`src/rtl/dac_regif_pkg.sv`:
```
package dac_regif_pkg;
    typedef enum logic [1:0] {
        ST_IDLE   = 2'd0,
        ST_COMMIT = 2'd1,
        ST_HOLD   = 2'd2
    } wr_state_t;

    localparam int unsigned CH_MAIN = 0;
    localparam int unsigned CH_SUB  = 1;
    localparam int unsigned NUM_CH  = 2;
endpackage

```
`src/rtl/dac_strobe_fsm.sv`:
```
module dac_strobe_fsm
    import dac_regif_pkg::*;
#(
    parameter int unsigned SYNC_STAGES = 2
) (
    input  logic clk,
    input  logic rst_n,
    input  logic strobe_in,
    output logic commit
);
    logic [SYNC_STAGES-1:0] sync_q;
    logic                   strobe_s;
    wr_state_t              state_q, state_d;

    generate
        if (SYNC_STAGES == 1) begin : g_one
            always_ff @(posedge clk or negedge rst_n) begin
                if (!rst_n) sync_q <= '0;
                else        sync_q <= strobe_in;
            end
        end else begin : g_chain
            always_ff @(posedge clk or negedge rst_n) begin
                if (!rst_n) sync_q <= '0;
                else        sync_q <= {sync_q[SYNC_STAGES-2:0], strobe_in};
            end
        end
    endgenerate

    assign strobe_s = sync_q[SYNC_STAGES-1];

    always_ff @(posedge clk or negedge rst_n) begin
        if (!rst_n) state_q <= ST_IDLE;
        else        state_q <= state_d;
    end

    always_comb begin
        state_d = state_q;
        commit  = 1'b0;
        unique case (state_q)
            ST_IDLE:   if (strobe_s) state_d = ST_COMMIT;
            ST_COMMIT: begin
                commit  = 1'b1;
                state_d = ST_HOLD;
            end
            ST_HOLD:   if (!strobe_s) state_d = ST_IDLE;
            default:   state_d = ST_IDLE;
        endcase
    end

    // one commit per strobe, never back to back
    assert_single_commit_R2: assert property (@(posedge clk) disable iff (!rst_n)
        commit |=> !commit);
    // a held strobe parks the machine in ST_HOLD
    assert_hold_while_high_R2: assert property (@(posedge clk) disable iff (!rst_n)
        (state_q == ST_HOLD && strobe_s) |=> (state_q == ST_HOLD));
endmodule

```
`src/rtl/dac_write_decode.sv`:
```
module dac_write_decode
    import dac_regif_pkg::*;
#(
    parameter int unsigned CODE_W   = 10,
    parameter int unsigned ADDR_W   = 2,
    parameter int unsigned CTL_ADDR = 0,
    parameter int unsigned DAT_ADDR = 1
) (
    input  logic              commit,
    input  logic [ADDR_W-1:0] addr,
    input  logic [CODE_W-1:0] data,
    input  logic              byte_mode,
    input  logic              chan_sel,
    output logic              sys_we,
    output logic              sel_we,
    output logic [NUM_CH-1:0] chc_we,
    output logic [NUM_CH-1:0] hi_we,
    output logic [NUM_CH-1:0] lo_we,
    output logic [CODE_W-3:0] hi_val,
    output logic [1:0]        lo_val
);
    logic is_ctl, is_dat, ctl_hit, tgt, dch;

    always_comb begin
        is_ctl  = commit && (addr == ADDR_W'(CTL_ADDR));
        is_dat  = commit && (addr == ADDR_W'(DAT_ADDR));
        sys_we  = is_ctl && !data[0];
        ctl_hit = is_ctl && data[0];
        tgt     = data[CODE_W-1];
        sel_we  = ctl_hit && !byte_mode;
        dch     = byte_mode ? data[0] : chan_sel;
        hi_val  = data[CODE_W-1:2];
        lo_val  = byte_mode ? data[3:2] : data[1:0];
        for (int c = 0; c < NUM_CH; c++) begin
            chc_we[c] = ctl_hit && (tgt == c[0]);
            hi_we[c]  = is_dat && (dch == c[0]) && (!byte_mode || !data[1]);
            lo_we[c]  = is_dat && (dch == c[0]) && (!byte_mode ||  data[1]);
        end
    end
endmodule

```
`src/rtl/dac_chan_slot.sv`:
```
module dac_chan_slot #(
    parameter int unsigned CODE_W = 10,
    parameter int unsigned MUX_W  = 2
) (
    input  logic              clk,
    input  logic              rst_n,
    input  logic              ctl_we,
    input  logic              stby_in,
    input  logic              clr_in,
    input  logic [MUX_W-1:0]  mux_in,
    input  logic              hi_we,
    input  logic [CODE_W-3:0] hi_val,
    input  logic              lo_we,
    input  logic [1:0]        lo_val,
    input  logic              sys_off,
    input  logic              coding,
    output logic [CODE_W-1:0] code_o,
    output logic              en_o,
    output logic              clr_o,
    output logic [MUX_W-1:0]  bias_o
);
    localparam logic [CODE_W-1:0] MSB_FLIP = {1'b1, {(CODE_W-1){1'b0}}};

    logic              stby_q, clr_q;
    logic [MUX_W-1:0]  mux_q;
    logic [CODE_W-3:0] hi_q;
    logic [1:0]        lo_q;

    always_ff @(posedge clk or negedge rst_n) begin
        if (!rst_n) begin
            stby_q <= 1'b0;
            clr_q  <= 1'b0;
            mux_q  <= '0;
        end else if (ctl_we) begin
            stby_q <= stby_in;
            clr_q  <= clr_in;
            mux_q  <= mux_in;
        end
    end

    always_ff @(posedge clk or negedge rst_n) begin
        if (!rst_n)     hi_q <= '0;
        else if (hi_we) hi_q <= hi_val;
    end

    always_ff @(posedge clk or negedge rst_n) begin
        if (!rst_n)     lo_q <= '0;
        else if (lo_we) lo_q <= lo_val;
    end

    always_ff @(posedge clk or negedge rst_n) begin
        if (!rst_n) begin
            code_o <= '0;
            en_o   <= 1'b0;
        end else begin
            code_o <= clr_q ? '0 : ({hi_q, lo_q} ^ (coding ? MSB_FLIP : '0));
            en_o   <= !sys_off && !stby_q;
        end
    end

    assign clr_o  = clr_q;
    assign bias_o = mux_q;

    assert_clear_zero_R10: assert property (@(posedge clk) disable iff (!rst_n)
        clr_q |=> (code_o == '0));
    assert_off_disables_R8: assert property (@(posedge clk) disable iff (!rst_n)
        (sys_off || stby_q) |=> !en_o);
    assert_hi_holds_R12: assert property (@(posedge clk) disable iff (!rst_n)
        !hi_we |=> $stable(hi_q));
    assert_lo_holds_R12: assert property (@(posedge clk) disable iff (!rst_n)
        !lo_we |=> $stable(lo_q));
endmodule

```
`src/rtl/dac_pair_regif.sv`:
```
module dac_pair_regif
    import dac_regif_pkg::*;
#(
    parameter int unsigned CODE_W      = 10,
    parameter int unsigned ADDR_W      = 2,
    parameter int unsigned MUX_W       = 2,
    parameter int unsigned SYNC_STAGES = 2
) (
    input  logic              clk,
    input  logic              rst_n,
    input  logic              wr_strobe,
    input  logic [ADDR_W-1:0] wr_addr,
    input  logic [CODE_W-1:0] wr_data,
    output logic [CODE_W-1:0] main_code,
    output logic              main_en,
    output logic              main_clr,
    output logic [MUX_W-1:0]  main_bias,
    output logic [CODE_W-1:0] sub_code,
    output logic              sub_en,
    output logic              sub_clr,
    output logic [MUX_W-1:0]  sub_bias
);
    localparam int unsigned B_PD    = CODE_W - 1;
    localparam int unsigned B_SSTBY = CODE_W - 2;
    localparam int unsigned B_BYTE  = CODE_W - 3;
    localparam int unsigned B_CODE  = CODE_W - 4;
    localparam int unsigned B_STBY  = CODE_W - 2;
    localparam int unsigned B_CLR   = CODE_W - 3;
    localparam int unsigned B_MUXHI = CODE_W - 4;

    logic              commit;
    logic              pd_q, sstby_q, byte_q, coding_q, sel_q;
    logic              sys_we, sel_we;
    logic [NUM_CH-1:0] chc_we, hi_we, lo_we;
    logic [CODE_W-3:0] hi_val;
    logic [1:0]        lo_val;

    logic [CODE_W-1:0] code_a [NUM_CH];
    logic [MUX_W-1:0]  bias_a [NUM_CH];
    logic [NUM_CH-1:0] en_a, clr_a;

    dac_strobe_fsm #(.SYNC_STAGES(SYNC_STAGES)) u_fsm (
        .clk       (clk),
        .rst_n     (rst_n),
        .strobe_in (wr_strobe),
        .commit    (commit)
    );

    dac_write_decode #(.CODE_W(CODE_W), .ADDR_W(ADDR_W)) u_dec (
        .commit    (commit),
        .addr      (wr_addr),
        .data      (wr_data),
        .byte_mode (byte_q),
        .chan_sel  (sel_q),
        .sys_we    (sys_we),
        .sel_we    (sel_we),
        .chc_we    (chc_we),
        .hi_we     (hi_we),
        .lo_we     (lo_we),
        .hi_val    (hi_val),
        .lo_val    (lo_val)
    );

    always_ff @(posedge clk or negedge rst_n) begin
        if (!rst_n) begin
            pd_q     <= 1'b0;
            sstby_q  <= 1'b1;
            byte_q   <= 1'b0;
            coding_q <= 1'b0;
        end else if (sys_we) begin
            pd_q     <= wr_data[B_PD];
            sstby_q  <= wr_data[B_SSTBY];
            byte_q   <= wr_data[B_BYTE];
            coding_q <= wr_data[B_CODE];
        end
    end

    always_ff @(posedge clk or negedge rst_n) begin
        if (!rst_n)      sel_q <= 1'b0;
        else if (sel_we) sel_q <= wr_data[CODE_W-1];
    end

    generate
        for (genvar c = 0; c < NUM_CH; c++) begin : g_ch
            dac_chan_slot #(.CODE_W(CODE_W), .MUX_W(MUX_W)) u_slot (
                .clk     (clk),
                .rst_n   (rst_n),
                .ctl_we  (chc_we[c]),
                .stby_in (wr_data[B_STBY]),
                .clr_in  (wr_data[B_CLR]),
                .mux_in  (wr_data[B_MUXHI -: MUX_W]),
                .hi_we   (hi_we[c]),
                .hi_val  (hi_val),
                .lo_we   (lo_we[c]),
                .lo_val  (lo_val),
                .sys_off (sstby_q || pd_q),
                .coding  (coding_q),
                .code_o  (code_a[c]),
                .en_o    (en_a[c]),
                .clr_o   (clr_a[c]),
                .bias_o  (bias_a[c])
            );
        end
    endgenerate

    assign main_code = code_a[CH_MAIN];
    assign main_en   = en_a[CH_MAIN];
    assign main_clr  = clr_a[CH_MAIN];
    assign main_bias = bias_a[CH_MAIN];
    assign sub_code  = code_a[CH_SUB];
    assign sub_en    = en_a[CH_SUB];
    assign sub_clr   = clr_a[CH_SUB];
    assign sub_bias  = bias_a[CH_SUB];

    assert_bad_addr_ignored_R7: assert property (@(posedge clk) disable iff (!rst_n)
        (wr_addr > ADDR_W'(1)) |-> !(sys_we || sel_we || (|chc_we) || (|hi_we) || (|lo_we)));
    assert_one_target_R3: assert property (@(posedge clk) disable iff (!rst_n)
        $onehot0({sys_we, |chc_we, |(hi_we | lo_we)}));
    assert_byte_sel_kept_R6: assert property (@(posedge clk) disable iff (!rst_n)
        byte_q |=> $stable(sel_q));
    assert_standby_en_low_R8: assert property (@(posedge clk) disable iff (!rst_n)
        sstby_q |=> !(main_en || sub_en));
endmodule

```
`config.mk`:
```
export PLATFORM = sky130hd
export DESIGN_NAME = dac_pair_regif
export DESIGN_NICKNAME = d
export VERILOG_FILES = /design/src/rtl/dac_regif_pkg.sv /design/src/rtl/dac_strobe_fsm.sv /design/src/rtl/dac_write_decode.sv /design/src/rtl/dac_chan_slot.sv /design/src/rtl/dac_pair_regif.sv
export SDC_FILE = /design/constraint.sdc
export NUM_CORES = 1
export LEC_CHECK = 0
export ABC_CLOCK_PERIOD_IN_PS = 2350
export BUFFER_PORTS_ARGS = -buffer_cell sky130_fd_sc_hd__buf_2
export CORE_ASPECT_RATIO = 1.25
export CORE_MARGIN = 5
export CORE_UTILIZATION = 50
export DETAILED_ROUTE_END_ITERATION = 12
export HOLD_SLACK_MARGIN = 0.02
export MAX_ROUTING_LAYER = met4
export PLACE_DENSITY_LB_ADDON = 0.25
export SLEW_MARGIN = 40
export SYNTH_ARGS = -nofsm -noshare
export SYNTH_HDL_FRONTEND = slang
export SYNTH_SLANG_ARGS = --single-unit
```
`constraint.sdc`:
```
create_clock -name clk -period 2.35 [get_ports clk]
set_clock_uncertainty 0.15 [all_clocks]
set_input_delay 0.1175 -clock clk [delete_from_list [all_inputs] [get_ports clk]]
set_output_delay 0.1175 -clock clk [all_outputs]
set_load 0.005 [all_outputs]
```
Word-level counts from Yosys, hierarchy flattened. Index checks and enable logic that the tools add are counted.

Register bits after elaboration: 59. Output and inout bits: 28. Logic and storage cells: 66.

Bitwise operators: 4. Equality and inequality tests: 5. Muxes and demuxes: 9. Reductions and logical operators: 27.

Operator list (number): $mux W10 (3); $xor A10 B10 Y10 (2); $logic_and A1 B1 Y1 (15); $logic_not A1 Y1 (6); $mux W2 (3); $pmux W2 S3 (1); $eq A2 B1 Y1 const B (2); $logic_not A2 Y1 (2); $logic_or A1 B1 Y1 (3); $eq A2 B2 Y1 const B (1); $mux W1 (2); $ne A2 B1 Y1 const B (1); $ne A2 B2 Y1 const B (1); $not A1 Y1 (2); $reduce_and A2 Y1 (1).

Depth between registers and ports, before layout.
Depth after elaboration: 5. Mapped depth: 4.

Cells and area by module. From an unflattened synthesis, not the netlist that was laid out.

Cell total of the unflattened synthesis: 150. Area total of the unflattened synthesis: 2342.2 um2.

By module, submodules not included: dac_chan_slot (area each 902.1 um2, instances 2, cells each 53, sequential area each 625.6 um2); dac_write_decode (area each 202.7 um2, instances 1, cells each 25, sequential area each 0.0 um2); dac_pair_regif (area each 188.9 um2, instances 1, cells each 11, sequential area each 126.4 um2); dac_strobe_fsm (area each 146.4 um2, instances 1, cells each 8, sequential area each 100.1 um2).

Least setup slack after synthesis. Ideal clock, no wire load.

Path type: register to register. From: register u_fsm.state_q[1]. To: register g_ch[1].u_slot.mux_q[0]. Slack: 0.577 ns. Buffers on the path: 0. Stages on the path, launching flop included: 4. Data arrival time: 1.498 ns. Cells stage by stage: dfrtp_1 > or3_4 > or3_4 > mux2_4.

Cells in the longest elaborated chain, start to end: 5.

RTL lines: start: declaration (RTL line dac_strobe_fsm.sv:13) `wr_state_t state_q, state_d;`; start signal: assignment (RTL line dac_strobe_fsm.sv:33) `else state_q <= state_d;`; $eq A2 B1 Y1 (RTL line dac_strobe_fsm.sv:39) `unique case (state_q)`; $mux W1 (RTL line dac_strobe_fsm.sv:39); $logic_and A1 B1 Y1 (RTL line dac_write_decode.sv:25) `is_ctl = commit && (addr == ADDR_W'(CTL_ADDR));`; $logic_and A1 B1 Y1 (RTL line dac_write_decode.sv:28) `ctl_hit = is_ctl && data[0];`; $logic_and A1 B1 Y1 (RTL line dac_write_decode.sv:35) `chc_we[c] = ctl_hit && (tgt == c[0]);`; end signal: assignment (RTL line dac_chan_slot.sv:37) `mux_q <= mux_in;`; end: declaration (RTL line dac_chan_slot.sv:25) `logic [MUX_W-1:0] mux_q;`.

Every way passes these cells. A chain may end at the register's enable or synchronous reset.

Worst setup path after layout.
From: register byte_q. To: register g_ch[1].u_slot.hi_q[4].

Cells in the longest elaborated chain, start to end: 3. Elaborated cells between the ends (all ways): 5.

RTL lines: start: declaration (RTL line dac_pair_regif.sv:32) `logic pd_q, sstby_q, byte_q, coding_q, sel_q;`; start signal: assignment (RTL line dac_pair_regif.sv:73) `byte_q <= wr_data[B_BYTE];`; $mux W1 / $logic_not A1 Y1 (equally long branches) (RTL line dac_write_decode.sv:31, dac_write_decode.sv:36); $logic_and A1 B1 Y1 / $logic_or A1 B1 Y1 (equally long branches) (RTL line dac_write_decode.sv:36) `hi_we[c] = is_dat && (dch == c[0]) && (!byte_mode || !data[1]);`; $logic_and A1 B1 Y1 (*) (RTL line dac_write_decode.sv:36); end signal: assignment (RTL line dac_chan_slot.sv:43) `else if (hi_we) hi_q <= hi_val;`; end: declaration (RTL line dac_chan_slot.sv:26) `logic [CODE_W-3:0] hi_q;`.

Every way passes the cells marked *; elsewhere a longest branch is shown, timed or not.

==> flow_metrics.tcl <==
set metrics [dict create \
    status "complete, no violations" \
    drive_gt1_share_pct 48.3 \
    fin_crit_ns 1.91 \
    end_kind "flip-flop" \
    synth_cell_type_count 20 \
    synth_top_area_cell "dfrtp_1" \
    p_seq_share_pct 52.2 \
    wire_per_inst_um 14.9 \
    firstDrtPassIters 4 \
    core_area_mm2 0.00432 \
    yosysTopAreaCellShare_pct 66.2 \
    yosysWarnings 0 \
    cap_violations 0 \
    gp_congestion 0.754 \
    crit_arrival_ns 1.98 \
    die_w_um 69.2 \
    ant_nets 0 \
    grt_pass1_vias 1397 \
    p_switching_mw 0.936 \
    cts_setup_buffers 0 \
    ir_drop_v 0.000526 \
    syn_nets 156 \
    die-area_mm2 0.00582 \
    hold_viol_final 0 \
    hold_slack_ns 0.0517 \
    post_cts_resized 0 \
    die_h_um 84.0 \
    root_buffer "clkbuf_8" \
    path_max_fanout 8 \
    syn_area_mm2 0.00219 \
    yosysSeqAreaShare_pct 67.4 \
    crit_type "flip-flop to flip-flop" \
    grt_max_degree 60 \
    fin_crit_sh_pct 81.4 \
    cts_buffers 9 \
    avgSynthCellArea_um2 15.5 \
    p_int_mw 2.37 \
    grtUsageTotal_pct 16.3 \
    netSwitchingFraction_pct 28.3 \
    hp-class "input pin to flip-flop" \
    ios 43 \
    ys_ff_latch 59 \
    clkSinkCount 59 \
    setup_viol 0 \
    place_ws_ns 0.442 \
    ctsHoldBuffers 10 \
    synth_cells 141 \
    clockBufferDepth 2 \
    pwr-share-clk_pct 22.6 \
    area_growth_syn_to_layout_pct 25.1 \
    fin_nets 217 \
    start_util_pct 50.7 \
    routed_wl_um 3940 \
    route.vias.total 1308 \
    slew_headroom_pct 66.7 \
    power_density_mw_per_mm2 1210 \
    multiInputGateArea_um2 694 \
    worst_slew_pin_slew_ns 0.498 \
    first_iter_violations 37 \
    final_common_cell "dfrtp_1" \
    tritoncts "done" \
    crit_required_ns 2.41 \
    setup_slack_ns 0.437 \
    seqCellArea_mm2 0.00148 \
    rows 27 \
    fin_setup_tns_ns 0 \
    fin_util_pct 63.4 \
    layout_common_cells "dfrtp_1 (58), buf_2 (42), mux2_2 (32), nor2b_1 (18), dlygate4sd3_1 (10)" \
    dp_hpwl_um 2720 \
    total_power_mw 3.31 \
    diodes 0 \
    grt_pass1_wl_um 6950 \
    fmax_ghz 0.523 \
    combPwrFrac_pct 25.2 \
    rsz0062_at_grt "no" \
    synth.area.top_cells "dfrtp_1 (66%), mux2_2 (16%), nor2b_1 (5.1%)" \
    timing.final.max_slew_violations 0 \
    htree_levels 3 \
    grt_overflow 0 \
    drc 0 \
    antenna_found_initial 0 \
    fillers 373 \
    clkLatencyLatePin_ns 0.33 \
    numPortBuffers 42 \
    vias_per_cell 4.94 \
    clk_pin_slew_ns 0.06 \
    cp-start-kind "flip-flop" \
    power.leakage_nw 1.37 \
]
## power groups by stage
stage / clock network, mW / logic [mW] / registers, mW
5_1_grt: 0.822 / 0.928 / 1.79
2_1_floorplan: 0 / 0.544 / 1.67
6_report: 0.746 / 0.832 / 1.73
3_5_place_dp: 0 / 0.840 / 1.75
3_3_place_gp: 0 / 0.811 / 1.72
4_1_cts: 0.766 / 0.856 / 1.74
## area by class of cell
type	count	share of cell area [%]
inverters	2	0.274
clock inverters	6	1.19
clock buffers	10	4.65
well taps	58	2.65
repair buffers	53	12.0
multi-input cells	77	25.3
flip-flops and latches	59	53.9
## synthesized netlist by cell type
cell      number
nand2b_1       1
nand3_1        5
inv_1          2
and4bb_4       1
dfrtp_1       58
mux2i_1        1
nor3_1         3
clkbuf_1       2
nand2_1        2
dfstp_2        1
xnor2_1        2
mux2_2        32
or3_4          3
nor2b_1       18
o21ai_0        1
mux2_4         4
buf_2          1
nor2_1         2
nor3b_1        1
nor3_2         1
## cells by family (layout without fill, tap and decap cells)
| family | count (synthesis) | after routing | synth area share (%) |
|---|---|---|---|
| AO/OA/AOI/OAI | 1 | 1 | 0.228 |
| XOR/XNOR | 2 | 2 | 0.799 |
| buffers and inverters | 5 | 71 | 0.913 |
| flip-flops | 59 | 59 | 67.4 |
| multiplexers | 37 | 37 | 19.6 |
| AND/OR/NAND/NOR | 37 | 37 | 11.0 |
## state kept, by name, summed over array words and instances (netlist names), 2 cells and up
name,count
u_fsm.sync_q,2
g_ch.u_slot.bias_o,4
g_ch.u_slot.clr_o,2
g_ch.u_slot.stby_q,2
g_ch.u_slot.code_o,20
u_fsm.state_q,2
g_ch.u_slot.hi_q,16
g_ch.u_slot.en_o,2
g_ch.u_slot.lo_q,4
## final timing paths
check	startpoint	to	slack (ns)	cells past startpoint
max in group asynchronous	rst_n	sstby_q	1.60	3
worst min register to register	u_fsm.sync_q[0]	u_fsm.sync_q[1]	0.23	0
worst max register to register	byte_q	g_ch[1].u_slot.hi_q[4]	0.44	3
worst min-delay path	wr_data[1]	g_ch[1].u_slot.lo_q[1]	0.05	3
min in group asynchronous	rst_n	g_ch[0].u_slot.code_o[6]	0.17	3
worst max-delay path	byte_q	g_ch[1].u_slot.hi_q[4]	0.44	3
## per-stage QoR
| stage | instance area (um2) | instances |
|---|---|---|
| after floorplan | 2190 | 141 |
| after global placement | 2480 | 239 |
| after detailed placement | 2480 | 239 |
| after CTS | 2740 | 265 |
| after global routing | 2740 | 265 |
| final | 2740 | 265 |
## worst max-delay path, cell delays in order (launching register included)
cell     delay, ns
dfrtp_1       0.49
mux2_2        0.39
nand3_1       0.36
mux2_2        0.39
## metal layers
metal  wire length [um]  GRT usage, %  up-vias
met5                  0             -        -
met4                127          10.7        0
li1                   -             -      607
met3                188          4.70       11
met2               2030          27.0       35
met1               1600          16.6      655
(Power assumes the default switching activity.)
